--- config.mk ---
export PLATFORM = sky130hd
export DESIGN_NAME = pwr_state_seq
export DESIGN_NICKNAME = d
export VERILOG_FILES = /design/src/rtl/pwr_state_seq.sv
export SDC_FILE = /design/constraint.sdc
export NUM_CORES = 1
export LEC_CHECK = 0
export BUFFER_PORTS_ARGS = -buffer_cell sky130_fd_sc_hd__buf_2
export CAP_MARGIN = 25
export CELL_PAD_IN_SITES_DETAIL_PLACEMENT = 0
export CELL_PAD_IN_SITES_GLOBAL_PLACEMENT = 1
export CORE_AREA = 4 4 41 43
export DETAILED_ROUTE_END_ITERATION = 8
export DIE_AREA = 0 0 45 47
export PLACE_DENSITY = 0.77
export SETUP_SLACK_MARGIN = 0.15
export SYNTH_ARGS = -nofsm -noshare
export SYNTH_HDL_FRONTEND = slang
export SYNTH_SLANG_ARGS = --single-unit
--- constraint.sdc ---
create_clock -name clk -period 3.3 [get_ports clk]
set_clock_uncertainty 0.05 [all_clocks]
set_input_delay 0.33 -clock clk [delete_from_list [all_inputs] [get_ports clk]]
set_output_delay 0.33 -clock clk [all_outputs]
set_load 0.005 [all_outputs]
--- src/rtl/pwr_state_seq.sv ---
module pwr_state_seq #(
  parameter int CODE_W = 3
) (
  input  logic              clk,
  input  logic              rst_n,
  input  logic              aux_ok,
  input  logic              boot_on,
  input  logic              pwr_btn_n,
  input  logic              sleep_req,
  input  logic [CODE_W-1:0] sleep_code,
  input  logic              snoop_req,
  input  logic              wake,
  output logic              main_en_n,
  output logic              mem_pwr_en,
  output logic              stop_grant,
  output logic [CODE_W-1:0] state_code
);

  typedef enum logic [CODE_W-1:0] {
    ST_ON   = 3'd0,
    ST_SGS  = 3'd1,
    ST_SGN  = 3'd2,
    ST_POS  = 3'd3,
    ST_STR  = 3'd4,
    ST_SOFF = 3'd5,
    ST_MOFF = 3'd6
  } pstate_t;

  pstate_t st, st_nx;
  logic btn_m, btn_s, btn_d;
  logic press;
  logic main_up;

  assign press = btn_d & ~btn_s;

  always_ff @(posedge clk or negedge rst_n) begin
    if (!rst_n) begin
      btn_m <= 1'b1;
      btn_s <= 1'b1;
      btn_d <= 1'b1;
      st    <= ST_MOFF;
    end else begin
      btn_m <= pwr_btn_n;
      btn_s <= btn_m;
      btn_d <= btn_s;
      st    <= st_nx;
    end
  end

  always_comb begin
    st_nx = st;
    if (!aux_ok) begin
      st_nx = ST_MOFF;
    end else begin
      case (st)
        ST_MOFF: st_nx = boot_on ? ST_ON : ST_SOFF;
        ST_ON: begin
          if (sleep_req) begin
            case (sleep_code)
              3'd1:       st_nx = ST_SGS;
              3'd2:       st_nx = ST_SGN;
              3'd3:       st_nx = ST_POS;
              3'd4:       st_nx = ST_STR;
              3'd5, 3'd6: st_nx = ST_SOFF;
              default:    st_nx = ST_ON;
            endcase
          end
        end
        ST_SGS, ST_POS: if (wake) st_nx = ST_ON;
        ST_SGN:         if (wake || snoop_req) st_nx = ST_ON;
        ST_STR, ST_SOFF: if (wake || press) st_nx = ST_ON;
        default: st_nx = ST_MOFF;
      endcase
    end
  end

  assign main_up    = (st == ST_ON) || (st == ST_SGS) || (st == ST_SGN) || (st == ST_POS);
  assign main_en_n  = ~main_up;
  assign mem_pwr_en = main_up || (st == ST_STR);
  assign stop_grant = (st == ST_SGS) || (st == ST_SGN);
  assign state_code = st;

endmodule


==> flow_summary_export.csv, run 1 <==
group,metric,value,unit
status,status,"completed",
clock_tree,cts_buffer_depth,2,
worst_hold_path,hold_path_class,"in2reg",
drt,wl_per_cell,10.6,um
setup_path,crit_family,"flip-flops",
floorplanning,core_region_area,0.00130,mm^2
logic_synthesis,syn_inst,43,
floorplanning,io_pins,17,
clock_tree,htreeDepth,1,
drt,drc,0,
logic_synthesis,synth.distinct_cells,27,
timing,fmax,641,MHz
drt,avgViaCountPerCell,4.84,
clock_tree,cts_root_buffer,"clkbuf_4",
global_routing,grt_max_degree,11,
logic_synthesis,synthArstFlopShare,100,%
floorplanning,num_rows,13,
timing,setup_tns,0,ns
drt,drt_iter0_markers,8,
floorplanning,fp.dieW,45,um
job,max_cap_violations,0,
logic_synthesis,synth_compound_area_share,22.0,%
logic_synthesis,yosys.area.top_type,"dfstp_2",
global_routing,grtUsageTotal,8.76,%
clock_tree,cts_tree,"built",
timing,finalHoldViolCount,0,
setup_path,cp.depth,3,
timing,rsz0062_at_grt,"false",
cells_and_area,drive_above_1_share,48.3,%
placed_design,place_hpwl,670,um
setup_path,cpPeakStageDelay,0.63,ns
timing,tightest_slew,0.368,ns
cells_and_area,antenna_cells,0,
setup_path,crit_fanout,10,
logic_synthesis,postSynthRegisterBits,6,
logic_synthesis,synth_warnings,0,
timing,final_max_slew_viol_count,0,
timing,slew_headroom,75.5,%
setup_path,critPathKind,"reg2out",
power,p_per_area,474,mW/mm^2
setup_path,crit_arrival,1.18,ns
floorplanning,die_h,47,um
setup_path,startpoint_type,"flip-flop",
placed_design,place_congestion,0.793,
logic_synthesis,yosys-mux-area-fraction,0,%
global_routing,antenna_found_initial,0,
logic_synthesis,synth_fp_nets,54,
logic_synthesis,synth_top_family_by_area,"simple AND/OR/NAND/NOR gates",
drt,vias,363,
setup_path,timing.critical_path.to_type,"primary output",
setup_path,path_cells,"xnor2_1 > nor2_1 > buf_2",
setup_path,critPathBufInv,1,
clock_tree,numCtsBuffers,3,
global_routing,grt-ovfl-total,0,
logic_synthesis,synth-simple-area-share,26.3,%
drt,dr.pass1.iters,4,
logic_synthesis,synth_fa_ha_area_share,0,%
logic_synthesis,synth-seq-area-share,38.7,%
cells_and_area,areaGrowthSynthToFinish,25.7,%
setup_path,slowest_stage,"dfstp_2",
setup_path,reg2reg_depth,4,
power,power.leakage,0.220,nW
clock_tree,clk_pin_slew,0.05,ns
setup_path,critPathLaunch,"state_code[1]$_DFFE_PN1P_",
global_routing,grt_pass1_vias,362,
setup_path,reg2reg_to,"state_code[0]$_DFFE_PN0P_",
floorplanning,die_area,0.00212,mm^2
cells_and_area,multi_input_area,213,um^2
logic_synthesis,synthTopCellsByArea,"dfstp_2 33%, dfrtp_1 6.2%, buf_6 5.6%, xnor2_1 4.3%, nor3_4 4.0%",
floorplanning,initial_core_util,31.1,%
timing,layout_worst_path_cycle_share,47.3,%
placed_design,io_buffer_count,16,
logic_synthesis,synthFlopType,"dfstp_2",
logic_synthesis,yosysTopAreaCellShare,32.5,%
setup_path,r2r_setup_slack,1.85,ns
clock_tree,insertion_delay,0.25,ns
logic_synthesis,synth-xor-area-share,4.33,%
logic_synthesis,synth_edf_count,0,
clock_tree,clock_sinks,6,
setup_path,crit_path_end,"stop_grant",
power,ir_drop,0.253,mV
cells_and_area,fin_nets,72,
logic_synthesis,syn_area_per_cell,9.40,um^2
setup_path,rr_startpoint,"state_code[0]$_DFFE_PN0P_",
drt,drt_wl_total,798,um
drt,ant_nets,0,
clock_tree,ctsResizeCount,0,
global_routing,grt_pass1_wl,1380,um
placed_design,dp_worst_setup_slack,1.85,ns
logic_synthesis,ys_top_cells_by_count,"5 x dfstp_2, 4 x nand2_1, 4 x nor2_1",
timing,setup_violations,0,
logic_synthesis,syn_area,404,um^2
setup_path,required,2.92,ns
cells_and_area,fillers,147,
logic_synthesis,yosysMostFrequentCell,"dfstp_2",
timing,finalCriticalPeriod,1.56,ns
cells_and_area,seqCellArea,156,um^2
timing,layout_setup_ws,1.74,ns
-- worst register-to-register path, cell delays in order (launching register included) --
cell and delay [ns]:
dfrtp_1 0.51, nor3_4 0.28, nand2b_2 0.09, and3_4 0.18, a41o_1 0.23
-- timing repair --
action                                  CTS  global route
endpoints found under the setup margin    0             0
buffers inserted                          0             0
endpoints found under the hold margin     1             0
hold buffers                              1             0
-- per-stage QoR --
step	hold slack [ns]	area, um^2	std cells	total power (W)	utilization, %
after floorplan	-0.0156	404	43	0.000151	-
after global placement	0.104	472	70	0.000168	36.3
after detailed placement	0.106	472	70	0.000169	36.3
after CTS	0.134	508	75	0.000245	39.0
after global routing	0.134	508	75	0.000260	39.0
final	0.142	508	75	0.000241	39.0
-- flip-flops by register name, summed over array words and instances, names as in the netlist --
| name | cells |
|---|---|
| btn_s | 1 |
| btn_m | 1 |
| state_code | 3 |
| btn_d | 1 |
-- final cells by class --
cell class	instances	share of cell area, %
Clock buffer	4	5.17
Inverter	1	0.739
Multi-Input combinational cell	32	41.9
Sequential cell	6	30.8
Tap cell	15	3.69
Timing Repair Buffer	17	17.7
-- power breakdown --
| part | total [W] | switching, W | internal (W) |
|---|---|---|---|
| clock | 0.0000738 | 0.0000279 | 0.0000459 |
| combinational | 0.0000649 | 0.0000286 | 0.0000363 |
| sequential | 0.000102 | 0.0000166 | 0.0000858 |
-- per-layer routing --
| layer | GRT usage, % | vias up | wire length (um) |
|---|---|---|---|
| li1 | - | 186 | - |
| met1 | 10.5 | 170 | 343 |
| met2 | 14.7 | 7 | 419 |
| met3 | 0.383 | 0 | 36 |
| met4 | 7.02 | 0 | 0 |
| met5 | 0 | - | 0 |
-- logic make-up after synthesis --
kind of cell,Yosys count
buffers and inverters,5
DFF,6
and+or+nand+nor,17
xor gates and xnor gates,2
AOI/OAI and AO/OA,13
-- how the worst min path moves through the flow --
| stage | cells after the start | to | slack, ns | start |
|---|---|---|---|---|
| after floorplan | 0 | state_code[0]$_DFFE_PN0P_ | -0.02 | rst_n |
| after CTS | 1 | btn_m$_DFF_PN1_ | 0.13 | pwr_btn_n |
| after global placement | 1 | state_code[0]$_DFFE_PN0P_ | 0.10 | rst_n |
| after detailed placement | 1 | state_code[0]$_DFFE_PN0P_ | 0.11 | rst_n |
| after global routing | 1 | btn_m$_DFF_PN1_ | 0.13 | pwr_btn_n |
| final | 1 | btn_m$_DFF_PN1_ | 0.14 | pwr_btn_n |
-- layout by cell type (no fill, tap or decap) --
master and n:
a31oi_1 2, dfstp_2 5, o21ai_2 1, dlygate4sd3_1 1, nor3_4 1, o21bai_1 1, nand2b_2 1, buf_2 16
o2bb2ai_1 1, or3_1 1, nor2b_1 2, and4_2 1, and3_4 1, xnor2_1 2, o21ai_1 1, a2bb2oi_1 1
dfrtp_1 1, nand2b_1 1, nor2_1 4, a21oi_1 3, nand2_1 4, clkbuf_1 1, clkbuf_4 3, o21ai_0 1
nand3_1 1, o211ai_1 1, inv_1 1, a41o_1 1
No activity file was read; power rests on OpenSTA's default activity.
==> run 2: changes to the inputs <==
Settings changed: CORE_AREA 4 4 41 43 to unset, CORE_MARGIN set to 4, CORE_UTILIZATION set to 31, DIE_AREA 0 0 45 47 to unset, PLACE_DENSITY 0.77 to 0.78.
Clock period 3.3 ns to 1.48 ns, I/O delays scaled along.
==> run 2 against run 1 <==
  * Hold slack worse by 0.11 ns
  * Register-to-register slack worse by 1.7 ns
  * Flip-flop and latch count stayed put
  * Routed wire length is 12% higher
  * Sequential share of layout area is 4.4 points lower
  * Design area is 17% higher
==> flow_summary_export.csv, run 2 (synthesis results as in run 1) <==
group,metric,value,unit
timing,layout_setup_ws,0.112,ns
setup_path,timing.critical_path.to_type,"primary output",
job,max_cap_violations,0,
global_routing,antenna_found_initial,0,
floorplanning,die_h,44.1,um
floorplanning,num_rows,12,
drt,dr.pass1.iters,2,
clock_tree,insertion_delay,0.24,ns
worst_hold_path,min_to,"state_code[1]$_DFFE_PN1P_",
timing,rsz0062_at_grt,"true",
floorplanning,io_pins,17,
clock_tree,numCtsBuffers,3,
timing,slew_headroom,84.8,%
power,pwr-share-clk,26.6,%
power,p_int,0.000427,W
setup_path,reg2reg_to,"state_code[0]$_DFFE_PN0P_",
drt,drc,0,
power,comb_power_share,36.7,%
timing,final_max_slew_viol_count,0,
cells_and_area,fin_nets,80,
worst_hold_path,worstHoldStart,"aux_ok",
setup_path,r2r_setup_slack,0.12,ns
floorplanning,core_region_area,0.00117,mm^2
cells_and_area,antenna_cells,0,
clock_tree,clock_sinks,6,
global_routing,grt_pass1_wl,1320,um
setup_path,critPathKind,"reg2out",
cells_and_area,final_cell_mix,"16 x buf_2, 5 x dfstp_2, 4 x nor2_1, 4 x nand2_1, 4 x buf_6",
placed_design,place_congestion,0.752,
clock_tree,cts_root_buffer,"clkbuf_4",
timing,tightest_slew,0.227,ns
floorplanning,fp.dieW,44.1,um
drt,wl_per_cell,10.9,um
drt,drt_wl_total,896,um
power,switching_share,29.5,%
timing,finalCriticalPeriod,1.37,ns
floorplanning,die_area,0.00195,mm^2
setup_path,startpoint_type,"flip-flop",
drt,ant_nets,0,
global_routing,grt_pass1_vias,343,
timing,setup_tns,0,ns
power,p_switching,0.000179,W
power,power.leakage,0.269,nW
worst_hold_path,hold_path_class,"in2reg",
cells_and_area,areaGrowthSynthToFinish,47.7,%
setup_path,reg2reg_depth,5,
worst_hold_path,hold_path_depth,2,
setup_path,required,1.28,ns
drt,vias,396,
clock_tree,htreeDepth,1,
setup_path,rr_startpoint,"state_code[2]$_DFFE_PN1P_",
clock_tree,clk_pin_slew,0.05,ns
status,status,"completed",
clock_tree,cts_buffer_depth,2,
timing,layout_worst_path_cycle_share,92.4,%
cells_and_area,mostFrequentLayoutCell,"buf_2",
global_routing,grt_max_degree,10,
placed_design,io_buffer_count,16,
clock_tree,cts_tree,"built",
drt,avgViaCountPerCell,4.83,
power,p_seq_share,36.7,%
setup_path,crit_fanout,6,
global_routing,grtUsageTotal,9.18,%
power,ir_drop,0.675,mV
power,p_per_area,1010,mW/mm^2
cells_and_area,drive_above_1_share,57.4,%
floorplanning,initial_core_util,34.5,%
timing,finalHoldViolCount,0,
timing,fmax,731,MHz
global_routing,grt-ovfl-total,0,
timing,setup_violations,0,
placed_design,dp_worst_setup_slack,0.0839,ns
cells_and_area,largest_reg_flops,3,
drt,drt_iter0_markers,2,
cells_and_area,fillers,124,
setup_path,crit_arrival,1.17,ns
run 2: final cells by class:
type / count / area, um^2 / share of cell area (%)
multi-input combinational: 32 / 224 / 37.5
timing repair buffer: 25 / 168 / 28.1
sequential: 6 / 158 / 26.4
clock buffer: 4 / 26.3 / 4.40
tap: 14 / 17.5 / 2.94
inverter: 1 / 3.75 / 0.629
run 2: power by group through the flow:
stage	combinational [W]	clock (W)	sequential, W
6_report	0.000222	0.000161	0.000222
5_1_grt	0.000246	0.000177	0.000225
4_1_cts	0.000186	0.000170	0.000222
3_5_place_dp	0.000155	0	0.000229
3_3_place_gp	0.000156	0	0.000228
2_1_floorplan	0.000138	0	0.000202
run 2: per-stage QoR:
step	power [W]	utilization, %	cell area [um^2]	std cells	hold slack (ns)
after detailed placement	0.000383	41.0	480	70	-0.0782
after global routing	0.000649	51.0	597	82	0.0440
final	0.000606	51.0	597	82	0.0343
after global placement	0.000383	41.0	480	70	-0.0792
after floorplan	0.000340	-	409	43	-0.198
after CTS	0.000578	47.3	554	79	0.0237
run 2: what timing repair did:
item,CTS,global route
setup endpoints to repair,5,5
hold endpoints to repair,7,0
pin swaps,0,5
gates resized for setup,2,9
hold buffers,2,0
setup buffers,3,3
run 2: worst max-delay path, stage by stage, from the launching register on:
cell	delay, ns
dfstp_2	0.61
buf_6	0.14
o21ai_1	0.05
buf_2	0.13
run 2: worst max path at each step:
stage	from	to	slack (ns)	cells after the start
floorplan	state_code[0]$_DFFE_PN0P_	state_code[0]$_DFFE_PN0P_	0.15	5
global placement	state_code[0]$_DFFE_PN0P_	state_code[0]$_DFFE_PN0P_	0.07	4
detailed placement	state_code[0]$_DFFE_PN0P_	state_code[0]$_DFFE_PN0P_	0.08	4
CTS	state_code[1]$_DFFE_PN1P_	stop_grant	0.1	3
global route	state_code[1]$_DFFE_PN1P_	stop_grant	0.05	3
finish	state_code[1]$_DFFE_PN1P_	mem_pwr_en	0.11	3
run 2: metal layers:
metal / up-vias / wire (um) / global-route usage, %
met3: 0 / 73 / 3.66
met2: 14 / 441 / 15.7
met1: 180 / 382 / 10.1
met5: - / 0 / 0
li1: 202 / - / -
met4: 0 / 0 / 3.61
